==> src/rtl/uart_rx_pkg.sv <==
package uart_rx_pkg;
  typedef enum logic [2:0] {
    S_HUNT,
    S_START,
    S_DATA,
    S_PAR,
    S_STOP,
    S_WAIT
  } rx_state_e;
endpackage

==> src/rtl/rx_sync.sv <==
module rx_sync #(
  parameter int STAGES = 2
) (
  input  logic clk_i,
  input  logic rst_ni,
  input  logic d_i,
  output logic q_o
);
  logic [STAGES-1:0] ff;
  always_ff @(posedge clk_i or negedge rst_ni) begin
    if (!rst_ni) ff <= '1;
    else         ff <= {ff[STAGES-2:0], d_i};
  end
  assign q_o = ff[STAGES-1];
endmodule

==> src/rtl/rx_bit_vote.sv <==
module rx_bit_vote #(
  parameter int OVS = 16,
  localparam int CW = $clog2(OVS),
  localparam int MID = OVS / 2
) (
  input  logic          clk_i,
  input  logic          rst_ni,
  input  logic          tick_i,
  input  logic [CW-1:0] cnt_i,
  input  logic          rx_i,
  output logic          decide_o,
  output logic          vote_o,
  output logic          noise_o
);
  logic s_lo, s_mid;
  always_ff @(posedge clk_i or negedge rst_ni) begin
    if (!rst_ni) begin
      s_lo  <= 1'b1;
      s_mid <= 1'b1;
    end else if (tick_i) begin
      if (cnt_i == CW'(MID - 1)) s_lo  <= rx_i;
      if (cnt_i == CW'(MID))     s_mid <= rx_i;
    end
  end
  assign decide_o = tick_i && (cnt_i == CW'(MID + 1));
  assign vote_o   = (s_lo & s_mid) | (s_lo & rx_i) | (s_mid & rx_i);
  assign noise_o  = !((s_lo == s_mid) && (s_mid == rx_i));
endmodule

==> src/rtl/uart_rx_frame.sv <==
module uart_rx_frame
  import uart_rx_pkg::*;
#(
  parameter int OVS = 16,
  parameter int DW  = 9,
  parameter int SYNC_STAGES = 2
) (
  input  logic          clk_i,
  input  logic          rst_ni,
  input  logic          tick_i,
  input  logic          nine_bit_i,
  input  logic          par_en_i,
  input  logic          par_odd_i,
  input  logic          two_stop_i,
  input  logic          rx_i,
  output logic          idle_o,
  output logic          push_o,
  output logic [DW-1:0] data_o,
  output logic          ferr_o,
  output logic          perr_o,
  output logic          nerr_o
);
  localparam int CW = $clog2(OVS);
  localparam int IW = $clog2(DW);

  rx_state_e     state;
  logic [CW-1:0] cnt;
  logic [IW-1:0] bit_idx;
  logic [IW-1:0] last_idx;
  logic [DW-1:0] shreg;
  logic          par_bit, stop_idx, nerr, ferr;
  logic          rx_s, decide, vote, noise, bit_end, bad_stop;

  rx_sync #(.STAGES(SYNC_STAGES)) u_sync (
    .clk_i(clk_i), .rst_ni(rst_ni), .d_i(rx_i), .q_o(rx_s)
  );

  rx_bit_vote #(.OVS(OVS)) u_vote (
    .clk_i(clk_i), .rst_ni(rst_ni), .tick_i(tick_i), .cnt_i(cnt),
    .rx_i(rx_s), .decide_o(decide), .vote_o(vote), .noise_o(noise)
  );

  assign last_idx = nine_bit_i ? IW'(DW - 1) : IW'(DW - 2);
  assign bit_end  = tick_i && (cnt == CW'(OVS - 1));
  assign bad_stop = ferr || !vote;
  assign idle_o   = (state == S_HUNT) || (state == S_WAIT);

  always_ff @(posedge clk_i or negedge rst_ni) begin
    if (!rst_ni) begin
      state    <= S_HUNT;
      cnt      <= '0;
      bit_idx  <= '0;
      shreg    <= '0;
      par_bit  <= 1'b0;
      stop_idx <= 1'b0;
      nerr     <= 1'b0;
      ferr     <= 1'b0;
      push_o   <= 1'b0;
      data_o   <= '0;
      ferr_o   <= 1'b0;
      perr_o   <= 1'b0;
      nerr_o   <= 1'b0;
    end else begin
      push_o <= 1'b0;
      if (tick_i) begin
        unique case (state)
          S_HUNT: if (!rx_s) begin
            state    <= S_START;
            cnt      <= CW'(1);
            bit_idx  <= '0;
            shreg    <= '0;
            stop_idx <= 1'b0;
            nerr     <= 1'b0;
            ferr     <= 1'b0;
          end
          S_WAIT: if (rx_s) state <= S_HUNT;
          default: begin
            cnt <= cnt + CW'(1);
            if (decide) begin
              unique case (state)
                S_START: if (vote) state <= S_HUNT;
                         else nerr <= nerr | noise;
                S_DATA: begin
                  shreg[bit_idx] <= vote;
                  nerr <= nerr | noise;
                end
                S_PAR: begin
                  par_bit <= vote;
                  nerr    <= nerr | noise;
                end
                default: begin
                  if (stop_idx == two_stop_i) begin
                    push_o <= 1'b1;
                    data_o <= shreg;
                    ferr_o <= bad_stop;
                    perr_o <= par_en_i & (^shreg ^ par_bit ^ par_odd_i);
                    nerr_o <= nerr | noise;
                    state  <= bad_stop ? S_WAIT : S_HUNT;
                  end else begin
                    ferr <= bad_stop;
                    nerr <= nerr | noise;
                  end
                end
              endcase
            end
            if (bit_end) begin
              unique case (state)
                S_START: state <= S_DATA;
                S_DATA: begin
                  if (bit_idx == last_idx) state <= par_en_i ? S_PAR : S_STOP;
                  else bit_idx <= bit_idx + IW'(1);
                end
                S_PAR:   state <= S_STOP;
                default: stop_idx <= 1'b1;
              endcase
            end
          end
        endcase
      end
    end
  end

  assert_push_pulse_R7: assert property (@(posedge clk_i) disable iff (!rst_ni)
    push_o |=> !push_o);
  assert_push_idle_R1: assert property (@(posedge clk_i) disable iff (!rst_ni)
    push_o |-> idle_o);
  assert_start_busy_R2: assert property (@(posedge clk_i) disable iff (!rst_ni)
    (state == S_HUNT && tick_i && !rx_s) |=> (state == S_START && !idle_o));
  assert_ferr_wait_R9: assert property (@(posedge clk_i) disable iff (!rst_ni)
    (push_o && ferr_o) |-> (state == S_WAIT));
  assert_wait_hold_R9: assert property (@(posedge clk_i) disable iff (!rst_ni)
    (state == S_WAIT && !(tick_i && rx_s)) |=> (state == S_WAIT));
  assert_no_parity_R4: assert property (@(posedge clk_i) disable iff (!rst_ni)
    (push_o && !par_en_i) |-> !perr_o);
  assert_eight_bit_R3: assert property (@(posedge clk_i) disable iff (!rst_ni)
    (push_o && !nine_bit_i) |-> !data_o[DW-1]);
endmodule

==> config.mk <==
export PLATFORM = sky130hd
export DESIGN_NAME = uart_rx_frame
export DESIGN_NICKNAME = d
export VERILOG_FILES = /design/src/rtl/uart_rx_pkg.sv /design/src/rtl/rx_sync.sv /design/src/rtl/rx_bit_vote.sv /design/src/rtl/uart_rx_frame.sv
export SDC_FILE = /design/constraint.sdc
export NUM_CORES = 1
export LEC_CHECK = 0
export ABC_AREA = 1
export BUFFER_PORTS_ARGS = -buffer_cell sky130_fd_sc_hd__buf_2
export CAP_MARGIN = 20
export CORE_MARGIN = 3
export CORE_UTILIZATION = 55
export DETAILED_ROUTE_END_ITERATION = 10
export PLACE_DENSITY = 0.75
export SETUP_SLACK_MARGIN = 0.4
export SLEW_MARGIN = 40
export SYNTH_ARGS = -nofsm -noshare
export SYNTH_HDL_FRONTEND = slang
export SYNTH_SLANG_ARGS = --single-unit
==> constraint.sdc <==
create_clock -name clk_i -period 2.45 [get_ports clk_i]
set_input_delay 0.49 -clock clk_i [delete_from_list [all_inputs] [get_ports clk_i]]
set_output_delay 0.49 -clock clk_i [all_outputs]
set_load 0.03 [all_outputs]
==> flow_summary.toml, run 1 <==
[outcome]
status = "completed"

[cells_and_area]
drive_gt1_frac = 0.137
syn_to_final_growth_pct = 11.8
final_util = 0.657
fin_area_sq_mm = 0.00272
n_antenna_cell = 0
fillers = 380
fin_nets = 381

[synth]
avgSynthCellArea_sq_um = 7.25
yosysWarnings = 0
ys_seq_area_frac = 0.423
netlist_instances = 336
netlist_area_sq_mm = 0.00244
synth_fp_nets = 353
synth_cell_types = 32
ys_ff_latch = 41

[global_routing]
track_usage = 0.211
antenna_found_initial = 0
grt_pass1_wl_microns = 8730
grt_pass1_vias = 2020
overflow = 0
grt_max_degree = 42

[critical_path]
crit_type = "reg -> out"
crit_buf_inv = 3
crit_fanout = 6
crit_start = "state[1]"
critPathLaunchType = "flop"
worstPathArrival_ns = 1.50
crit_required_ns = 1.96
r2r-start = "cnt[1]"
end_kind = "output pin"
crit_chain = "inv_2 > nand2_2 > nor2_2 > inv_2 > nand2_1 > clkbuf_4"
critPathTopFamily = "flip-flops"
slowest_stage = "dfrtp_2"
slowest_delay_ns = 0.46
crit_top_cell = "inv_2"

[placement]
dp_hpwl_microns = 3670
io_buffers = 21
place_area_sq_mm = 0.00260
place_congestion = 0.899

[clock_tree]
cts_tree = "yes"
cts-root-buf = "clkbuf_8"
clk_pin_slew_worst_paths_ns = 0.07
cts.sinks = 41
clk_latency_ns = 0.29
clock_path_buffers = 2
cts_htree_levels = 2
cts_buffers = 5

[power]
p_sw_frac = 0.427
p_int_mw = 1.50
switchingPower_mw = 1.12
vdd_ir_drop_max_uv = 578
pwr-share-clk = 0.198
p_leak_nw = 1.44
comb_power_share = 0.416
seqPwrFrac = 0.386
p_per_area_mw_per_mm2 = 959

[timing]
fmax_ghz = 0.502
drv_slew = 0
post-route-min-period_ns = 1.99
maxSlewHeadroom = 0.666
worst_pin_slew_ns = 0.501
period_share = 0.813
setup_viol = 0
finalSetupTns_ns = 0
rsz0062_at_grt = "yes"
finalHoldViolations = 0
finalClockSkew_ns = 0.00405

[drt]
ant_nets = 0
via_count = 2158
via_per_inst = 5.21
drtIter0Drc = 154
dr.pass1.iters = 4
wire_per_inst_microns = 11.9
post-route-drc-count = 0
wirelength_microns = 4940

[floorplanning]
dieArea_sq_mm = 0.00526
boundaryPins = 22
coreArea_sq_mm = 0.00414
die_w_microns = 72.6
rows = 23
die_h_microns = 72.6
start_util = 0.588

[worst_hold_path]
hold_path_class = "in -> async"

[flow_run]
cap_violations = 0
[cell usage in the layout (no fill, tap or decap), types with 2 or more instances in the layout]
| master | netlist | final |
|---|---|---|
| nand2_1 | 95 | 95 |
| inv_1 | 55 | 54 |
| dfrtp_1 | 37 | 36 |
| nor2_1 | 35 | 35 |
| o21ai_0 | 31 | 31 |
| nand3_1 | 23 | 23 |
| buf_2 | 1 | 19 |
| ha_1 | 9 | 9 |
| o21ai_1 | 8 | 8 |
| a21oi_1 | 6 | 6 |
| nor3_1 | 5 | 5 |
| clkbuf_8 | 0 | 5 |
| buf_4 | 0 | 4 |
| dfstp_2 | 4 | 4 |
| inv_2 | 2 | 3 |
| nand2_4 | 3 | 3 |
| nand4_1 | 2 | 2 |
| xnor2_1 | 2 | 2 |
| xor2_1 | 2 | 2 |
[Yosys cell counts]
master	count	area (sq um)
nand2_1	95	357
inv_1	55	206
dfrtp_1	37	926
nor2_1	35	131
o21ai_0	31	155
nand3_1	23	115
ha_1	9	113
o21ai_1	8	40.0
a21oi_1	6	30.0
nor3_1	5	25.0
dfstp_2	4	105
nand2_4	3	33.8
clkbuf_1	2	7.51
inv_2	2	7.51
nand4_1	2	12.5
xnor2_1	2	17.5
xor2_1	2	17.5
a21boi_0	1	7.51
a22oi_1	1	7.51
a31oi_1	1	6.26
buf_2	1	5.00
inv_4	1	6.26
nand2_2	1	6.26
nand3_4	1	17.5
nand3b_1	1	7.51
nand4_2	1	12.5
nor2_2	1	6.26
nor2_4	1	11.3
nor3b_4	1	18.8
o21a_1	1	7.51
o21ai_2	1	8.76
o31ai_1	1	7.51
[cell families (layout without fill, tap and decap cells)]
kind of cell / after synthesis / count (layout) / share of synthesized area
buffers and inverters: 61 / 89 / 0.0955
adder cells (fa/ha/maj): 9 / 9 / 0.0462
AND/OR/NAND/NOR: 170 / 170 / 0.310
AO/OA/AOI/OAI: 51 / 51 / 0.111
XOR/XNOR: 4 / 4 / 0.0144
flip-flops: 41 / 41 / 0.423
[final timing paths]
kind | endpoint | slack (ns) | cells past startpoint
worst max-delay path | idle_o | 0.46 | 6
worst min-delay path | data_o[5] | 0.17 | 1
worst max register to register | shreg[5] | 0.61 | 8
worst min register to register | u_sync.ff[1] | 0.36 | 0
max in group asynchronous | state[1] | 1.91 | 1
min in group clk_i | u_sync.ff[0] | 0.30 | 1
[per-layer routing]
layer,share of wire,global-route usage,vias to the layer above,routed length (microns)
met5,0,0,-,0
met3,0.050,0.0360,7,245
met1,0.47,0.283,989,2330
met2,0.47,0.339,54,2300
li1,-,-,1108,-
met4,0.013,0.0820,0,65
[power groups by stage]
stage	Combinational (mW)	Clock [mW]	Sequential, mW
4_1_cts	1.08	0.538	1.00
6_report	1.09	0.518	1.01
3_5_place_dp	1.07	0	1.02
2_1_floorplan	0.800	0	1.02
3_3_place_gp	1.05	0	1.02
5_1_grt	1.27	0.567	1.03
[what timing repair did]
item,4_1_cts,5_1_grt
hold buffers,0,0
gates resized for setup,0,3
hold endpoints to repair,0,0
setup endpoints to repair,0,9
setup buffers,0,2
[layout make-up]
| type | count | area, sq um | share of cell area |
|---|---|---|---|
| Clock buffer | 5 | 68.8 | 0.0253 |
| Inverter | 58 | 220 | 0.0808 |
| Timing Repair Buffer | 24 | 133 | 0.0487 |
| Clock inverter | 2 | 35.0 | 0.0129 |
| Sequential cell | 41 | 1030 | 0.379 |
| Tap cell | 50 | 62.6 | 0.0230 |
| Multi-Input combinational cell | 234 | 1170 | 0.430 |
[worst reg2reg max path, cell delays in order, from the launching register on]
cell	delay, ns
dfrtp_1	0.40
inv_1	0.10
ha_1	0.18
nand4_2	0.18
a21oi_1	0.24
nor3b_4	0.23
buf_4	0.16
nand3_4	0.12
o21ai_1	0.17
[flip-flops by register name, indices dropped and copies added (netlist names)]
register / flops
data_o: 9
shreg: 9
bit_idx: 4
cnt: 4
state: 3
u_sync.ff: 2
ferr: 1
ferr_o: 1
nerr: 1
nerr_o: 1
par_bit: 1
perr_o: 1
push_o: 1
stop_idx: 1
u_vote.s_lo: 1
u_vote.s_mid: 1
[through the flow]
stage | hold slack, ns | cells | worst slack (ns) | total power [mW]
2_1_floorplan | 0.194 | 336 | 0.791 | 1.82
6_report | 0.171 | 414 | 0.458 | 2.61
3_5_place_dp | 0.351 | 405 | 0.524 | 2.09
5_1_grt | 0.196 | 414 | 0.375 | 2.87
3_3_place_gp | 0.346 | 405 | 0.617 | 2.07
4_1_cts | 0.186 | 412 | 0.406 | 2.62
Note: power is estimated with default switching activity, not from simulation.
==> run 2: changes to the inputs <==
Settings changed: ABC_AREA 1 to 0, CORE_UTILIZATION 55 to 53.
Clock period 2.45 ns to 1.8 ns, I/O delays scaled along.
==> flow_summary.toml, run 2 <==
[outcome]
status = "finished with violations"
violations = "negative setup slack"

[floorplanning]
dieArea_sq_mm = 0.00548
coreArea_sq_mm = 0.00441
boundaryPins = 22
die_h_microns = 74.0
die_w_microns = 74.0
start_util = 0.556
rows = 24

[timing]
fin_ws_ns = -0.142
setup_viol = 27
post-route-min-period_ns = 1.94
drv_slew = 0
rsz0062_at_grt = "yes"
worst_pin_slew_ns = 0.535
fmax_ghz = 0.515
timing.hold.ws_ns = 0.116
maxSlewHeadroom = 0.643
period_share = 1.08
finalHoldViolations = 0
finalClockSkew_ns = 0.00927

[worst_hold_path]
hold_path_class = "in -> async"

[critical_path]
critPathLaunchType = "flop"
worstPathArrival_ns = 2.14
reg2reg_slack_ns = -0.14
end_kind = "flop"
crit_required_ns = 2.00
crit_fanout = 3
crit_type = "reg -> reg"

[synth]
yosysMostFrequentCell = "dfrtp_1"
avgSynthCellArea_sq_um = 9.62
synth-edff-count = 0
netlist_instances = 255
synth_fp_nets = 272
async_flop_share = 1.00
netlist_area_sq_mm = 0.00245
synth_top_area_cell = "dfrtp_1"
ys_top_cells_by_count = "dfrtp_1 (37), nand2_1 (32), a21oi_1 (22)"
ys_seq_area_frac = 0.420
synth_flop_cell = "dfrtp_1"
synth_top_area_frac = 0.377
synth_cell_types = 54
yosysWarnings = 0
synth_area_leaders = "dfrtp_1 (38%), nand2_1 (4.9%), ha_1 (4.6%), a21oi_1 (4.5%), dfstp_2 (4.3%)"
ys_ff_latch = 41

[power]
p_sw_frac = 0.360
p_per_area_mw_per_mm2 = 1040
vdd_ir_drop_max_uv = 782
switchingPower_mw = 1.41
comb_power_share = 0.458
p_int_mw = 2.52
p_total_mw = 3.93
pwr-share-clk = 0.234
seqPwrFrac = 0.308
p_leak_nw = 1.78

[global_routing]
track_usage = 0.248
grt_max_degree = 42
antenna_found_initial = 0
grt_pass1_wl_microns = 10400
overflow = 0
grt_pass1_vias = 2137

[cells_and_area]
syn_to_final_growth_pct = 54.8
final_util = 0.860
layout_commonest_cell = "buf_4"
most-common-layout-cells = "buf_4 (49), dfrtp_1 (32), buf_6 (25)"
drive_gt1_frac = 0.540
fin_area_sq_mm = 0.00380
fin_nets = 366
n_antenna_cell = 0
top_regs = "data_o x9, shreg x9"

[clock_tree]
cts-root-buf = "clkbuf_8"
cts_hold_buf = 0
cts_htree_levels = 2
cts_buffers = 5
clk_latency_ns = 0.30
clock_path_buffers = 2
cts_tree = "yes"
clk_pin_slew_worst_paths_ns = 0.09
cts.sinks = 41

[drt]
wire_per_inst_microns = 21.9
wirelength_microns = 8820
dr.pass1.iters = 5
ant_nets = 0
post-route-drc-count = 0
via_per_inst = 6.46
via_count = 2597
drtIter0Drc = 273

[placement]
place_congestion = 0.922
io_buffers = 21
dp_hpwl_microns = 3980
place_area_sq_mm = 0.00289

[flow_run]
cap_violations = 0
-- run 2: cell types whose count changed after synthesis, moves of 8 or more --
cell     before  now
o21ai_0      31   15
mux2_2        0    9
a21oi_1       6   22
xnor2_1       2   10
o21ai_1       8    0
nand2_1      95   32
inv_1        55   12
nand3_1      23    4
nor2_1       35   17
-- run 2: critical path, stage by stage, from the launching register on --
cell	delay, ns
dfrtp_1	0.41
buf_6	0.12
buf_6	0.10
buf_6	0.11
ha_4	0.16
nand4_1	0.12
buf_6	0.15
buf_4	0.11
a21oi_1	0.06
a41oi_1	0.17
nor2_1	0.07
nor3_1	0.23
-- run 2: path summary, 6_finish.rpt --
| check | from | end | cells past startpoint |
|---|---|---|---|
| hold reg to reg | u_sync.ff[0] | u_sync.ff[1] | 0 |
| setup / recovery | cnt[1] | state[2] | 11 |
| min in group clk_i | rx_i | u_sync.ff[0] | 1 |
| max in group asynchronous | rst_ni | bit_idx[0] | 2 |
| setup reg to reg | cnt[1] | state[2] | 11 |
| hold / removal | rst_ni | ferr_o | 2 |
-- run 2: metrics by stage --
step / setup WS (ns) / setup TNS [ns] / instances
finish: -0.142 / -1.55 / 402
global placement: 0.00197 / 0 / 351
CTS: -0.00329 / -0.00329 / 381
global route: -0.148 / -2.63 / 402
detailed placement: -0.0490 / -0.304 / 351
floorplan: -0.0694 / -0.208 / 255
-- run 2: layer usage --
metal	wire length (microns)	up-vias	GRT usage
met2	4480	204	0.426
met5	0	-	0
met3	713	58	0.0635
li1	-	1092	-
met4	414	0	0.0785
met1	3220	1243	0.306
-- run 2: repair_timing --
| item | CTS | global route |
|---|---|---|
| setup endpoints to repair | 40 | 40 |
| hold endpoints to repair | 0 | 0 |
| gates cloned | 0 | 2 |
| resized for setup | 52 | 52 |
| pin swaps | 14 | 21 |
| buffers inserted | 22 | 19 |
-- run 2: final cells by class --
cell class / count / area [sq um]
Multi-Input combinational cell: 190 / 1680
Clock inverter: 3 / 68.8
Tap cell: 52 / 65.1
Inverter: 12 / 45.0
Sequential cell: 41 / 1040
Timing Repair Buffer: 99 / 835
Fill cell: 193 / 617
Clock buffer: 5 / 68.8
-- run 2: logic make-up (layout without fill, tap and decap cells) --
family / after synthesis / after routing / share of synthesized area
adders and majority gates: 9 / 9 / 0.0459
AOI/OAI and AO/OA: 61 / 62 / 0.165
and+or+nand+nor: 90 / 90 / 0.192
buffers and inverters: 25 / 119 / 0.0525
DFF: 41 / 41 / 0.420
muxes: 14 / 14 / 0.0678
xor gates and xnor gates: 15 / 15 / 0.0566
-- run 2: power groups by stage --
stage               sequential (mW)  clock, mW  combinational (mW)
floorplan                      1.19          0               0.682
global placement               1.21          0               0.975
detailed placement             1.22          0                1.01
CTS                            1.19      0.907                1.42
global route                   1.23      0.950                1.90
finish                         1.21      0.922                1.80
==> run 3: changes to the inputs <==
==> constraint.sdc (replaced) <==
create_clock -name clk_i -period 1.8 [get_ports clk_i]
set_input_delay 0.18 -clock clk_i [delete_from_list [all_inputs] [get_ports clk_i]]
set_output_delay 0.18 -clock clk_i [all_outputs]
set_load 0.03 [all_outputs]
==> flow_summary.toml, run 3 (synthesized netlist as in run 2, its figures left out) <==
[floorplanning]
rows = 24
die_h_microns = 74.0
die_w_microns = 74.0
coreArea_sq_mm = 0.00441
dieArea_sq_mm = 0.00548
start_util = 0.556
boundaryPins = 22

[timing]
worst_pin_slew_ns = 0.596
post-route-min-period_ns = 1.79
finalClockSkew_ns = 0.00440
rsz0062_at_grt = "yes"
period_share = 0.994
drv_slew = 0
finalHoldViolations = 0
finalSetupTns_ns = 0
fmax_ghz = 0.559
maxSlewHeadroom = 0.603
setup_viol = 0

[drt]
drtIter0Drc = 151
via_per_inst = 6.04
wire_per_inst_microns = 17.6
post-route-drc-count = 0
wirelength_microns = 6600
dr.pass1.iters = 4
via_count = 2266
ant_nets = 0

[cells_and_area]
fillers = 257
n_antenna_cell = 0
layout_commonest_cell = "buf_4"
fin_nets = 339
drive_gt1_frac = 0.467
top_regs = "data_o x9, shreg x9"
syn_to_final_growth_pct = 41.4
fin_area_sq_mm = 0.00347
multi_input_comb_area_sq_mm = 0.00162
most-common-layout-cells = "buf_4 (37), dfrtp_1 (31), nand2_1 (27)"
seq_area_sq_mm = 0.00104

[global_routing]
track_usage = 0.244
overflow = 0
grt_pass1_vias = 2113
antenna_found_initial = 0
grt_pass1_wl_microns = 10100
grt_max_degree = 27

[critical_path]
slowest_delay_ns = 0.45
cp.depth = 8
reg2regPathDepth = 8
worstPathArrival_ns = 1.97
crit_type = "reg -> reg"
crit_chain = "ha_4 > and4b_2 > buf_4 > buf_6 > o21ai_2 > a21oi_1 > a41oi_1 > a31oi_1"
crit_fanout = 5
critPathTopFamily = "compound AO/OA/AOI/OAI gates"
end_kind = "flop"
critPathLaunchType = "flop"
crit_required_ns = 1.98
slowest_stage = "dfrtp_2"
crit_buf_inv = 2

[clock_tree]
cts.sinks = 41
clock_path_buffers = 2
cts_buffers = 5
cts-root-buf = "clkbuf_8"
cts_tree = "yes"
clk_latency_ns = 0.30
clk_pin_slew_worst_paths_ns = 0.08
cts_htree_levels = 2

[power]
p_per_area_mw_per_mm2 = 996
vdd_ir_drop_max_uv = 602
p_leak_nw = 1.61

[worst_hold_path]
whs_path_depth = 3
hold_path_class = "in -> reg"

[placement]
place_congestion = 0.900
io_buffers = 21
dp_hpwl_microns = 4230
place_area_sq_mm = 0.00287

[outcome]
status = "completed"

[flow_run]
cap_violations = 0
run 3: cell count changes in the layout (fill, tap and decap cells not counted), moves of 2 or more:
cell / change
nor3_2: +2
nand2_2: -7
nor2_4: -2
buf_4: -12
nand2_1: +8
inv_1: +2
inv_2: -2
dlygate4sd3_1: +2
buf_6: -15
run 3: metal layers:
metal | share of wire | vias to the layer above | global-route usage
li1 | - | 1042 | -
met1 | 0.40 | 1122 | 0.305
met2 | 0.52 | 80 | 0.406
met3 | 0.047 | 22 | 0.0432
met4 | 0.034 | 0 | 0.119
met5 | 0 | - | 0
run 3: path summary, 6_finish.rpt:
path | start | slack [ns] | endpoint
setup / recovery | cnt[0] | 0.01 | state[0]
hold / removal | par_en_i | 0.23 | perr_o
setup reg to reg | cnt[0] | 0.01 | state[0]
hold reg to reg | u_sync.ff[0] | 0.36 | u_sync.ff[1]
max in group asynchronous | rst_ni | 0.77 | u_sync.ff[0]
min in group asynchronous | rst_ni | 0.41 | state[1]
run 3: what timing repair did:
item | 4_1_cts | 5_1_grt
endpoints found under the setup margin | 40 | 40
endpoints found under the hold margin | 25 | 0
gates cloned | 2 | 0
resized for setup | 49 | 25
hold buffers | 2 | 0
pin swaps | 13 | 14
buffers inserted | 7 | 6
run 3: cell type report:
| type | instances | share of cell area |
|---|---|---|
| well taps | 52 | 0.0188 |
| clock buffers | 5 | 0.0198 |
| inverters | 12 | 0.0130 |
| repair buffers | 72 | 0.162 |
| flip-flops and latches | 41 | 0.300 |
| multi-input cells | 190 | 0.466 |
| clock inverters | 3 | 0.0198 |
run 3: where the power goes:
group          switching, mW  internal [mW]
logic                  0.680          0.654
registers              0.156           1.06
clock network          0.344          0.558
total                   1.18           2.27
run 3: worst reg2reg max path: stages (launching register included):
cell and delay, ns:
dfrtp_2 0.45, ha_4 0.17, and4b_2 0.25, buf_4 0.17, buf_6 0.14, o21ai_2 0.11, a21oi_1 0.06, a41oi_1 0.21
a31oi_1 0.11
run 3: stage by stage:
| step | setup WS [ns] | util | power (mW) | instances | hold WS [ns] |
|---|---|---|---|---|---|
| after CTS | -0.00149 | 0.746 | 3.27 | 369 | 0.237 |
| after floorplan | -0.0694 | - | 1.87 | 255 | -0.116 |
| after detailed placement | -0.0620 | 0.651 | 2.26 | 350 | 0.208 |
| after global placement | -0.00115 | 0.651 | 2.20 | 350 | 0.207 |
| final | 0.0107 | 0.786 | 3.45 | 375 | 0.227 |
| after global routing | -0.0426 | 0.786 | 3.63 | 375 | 0.250 |
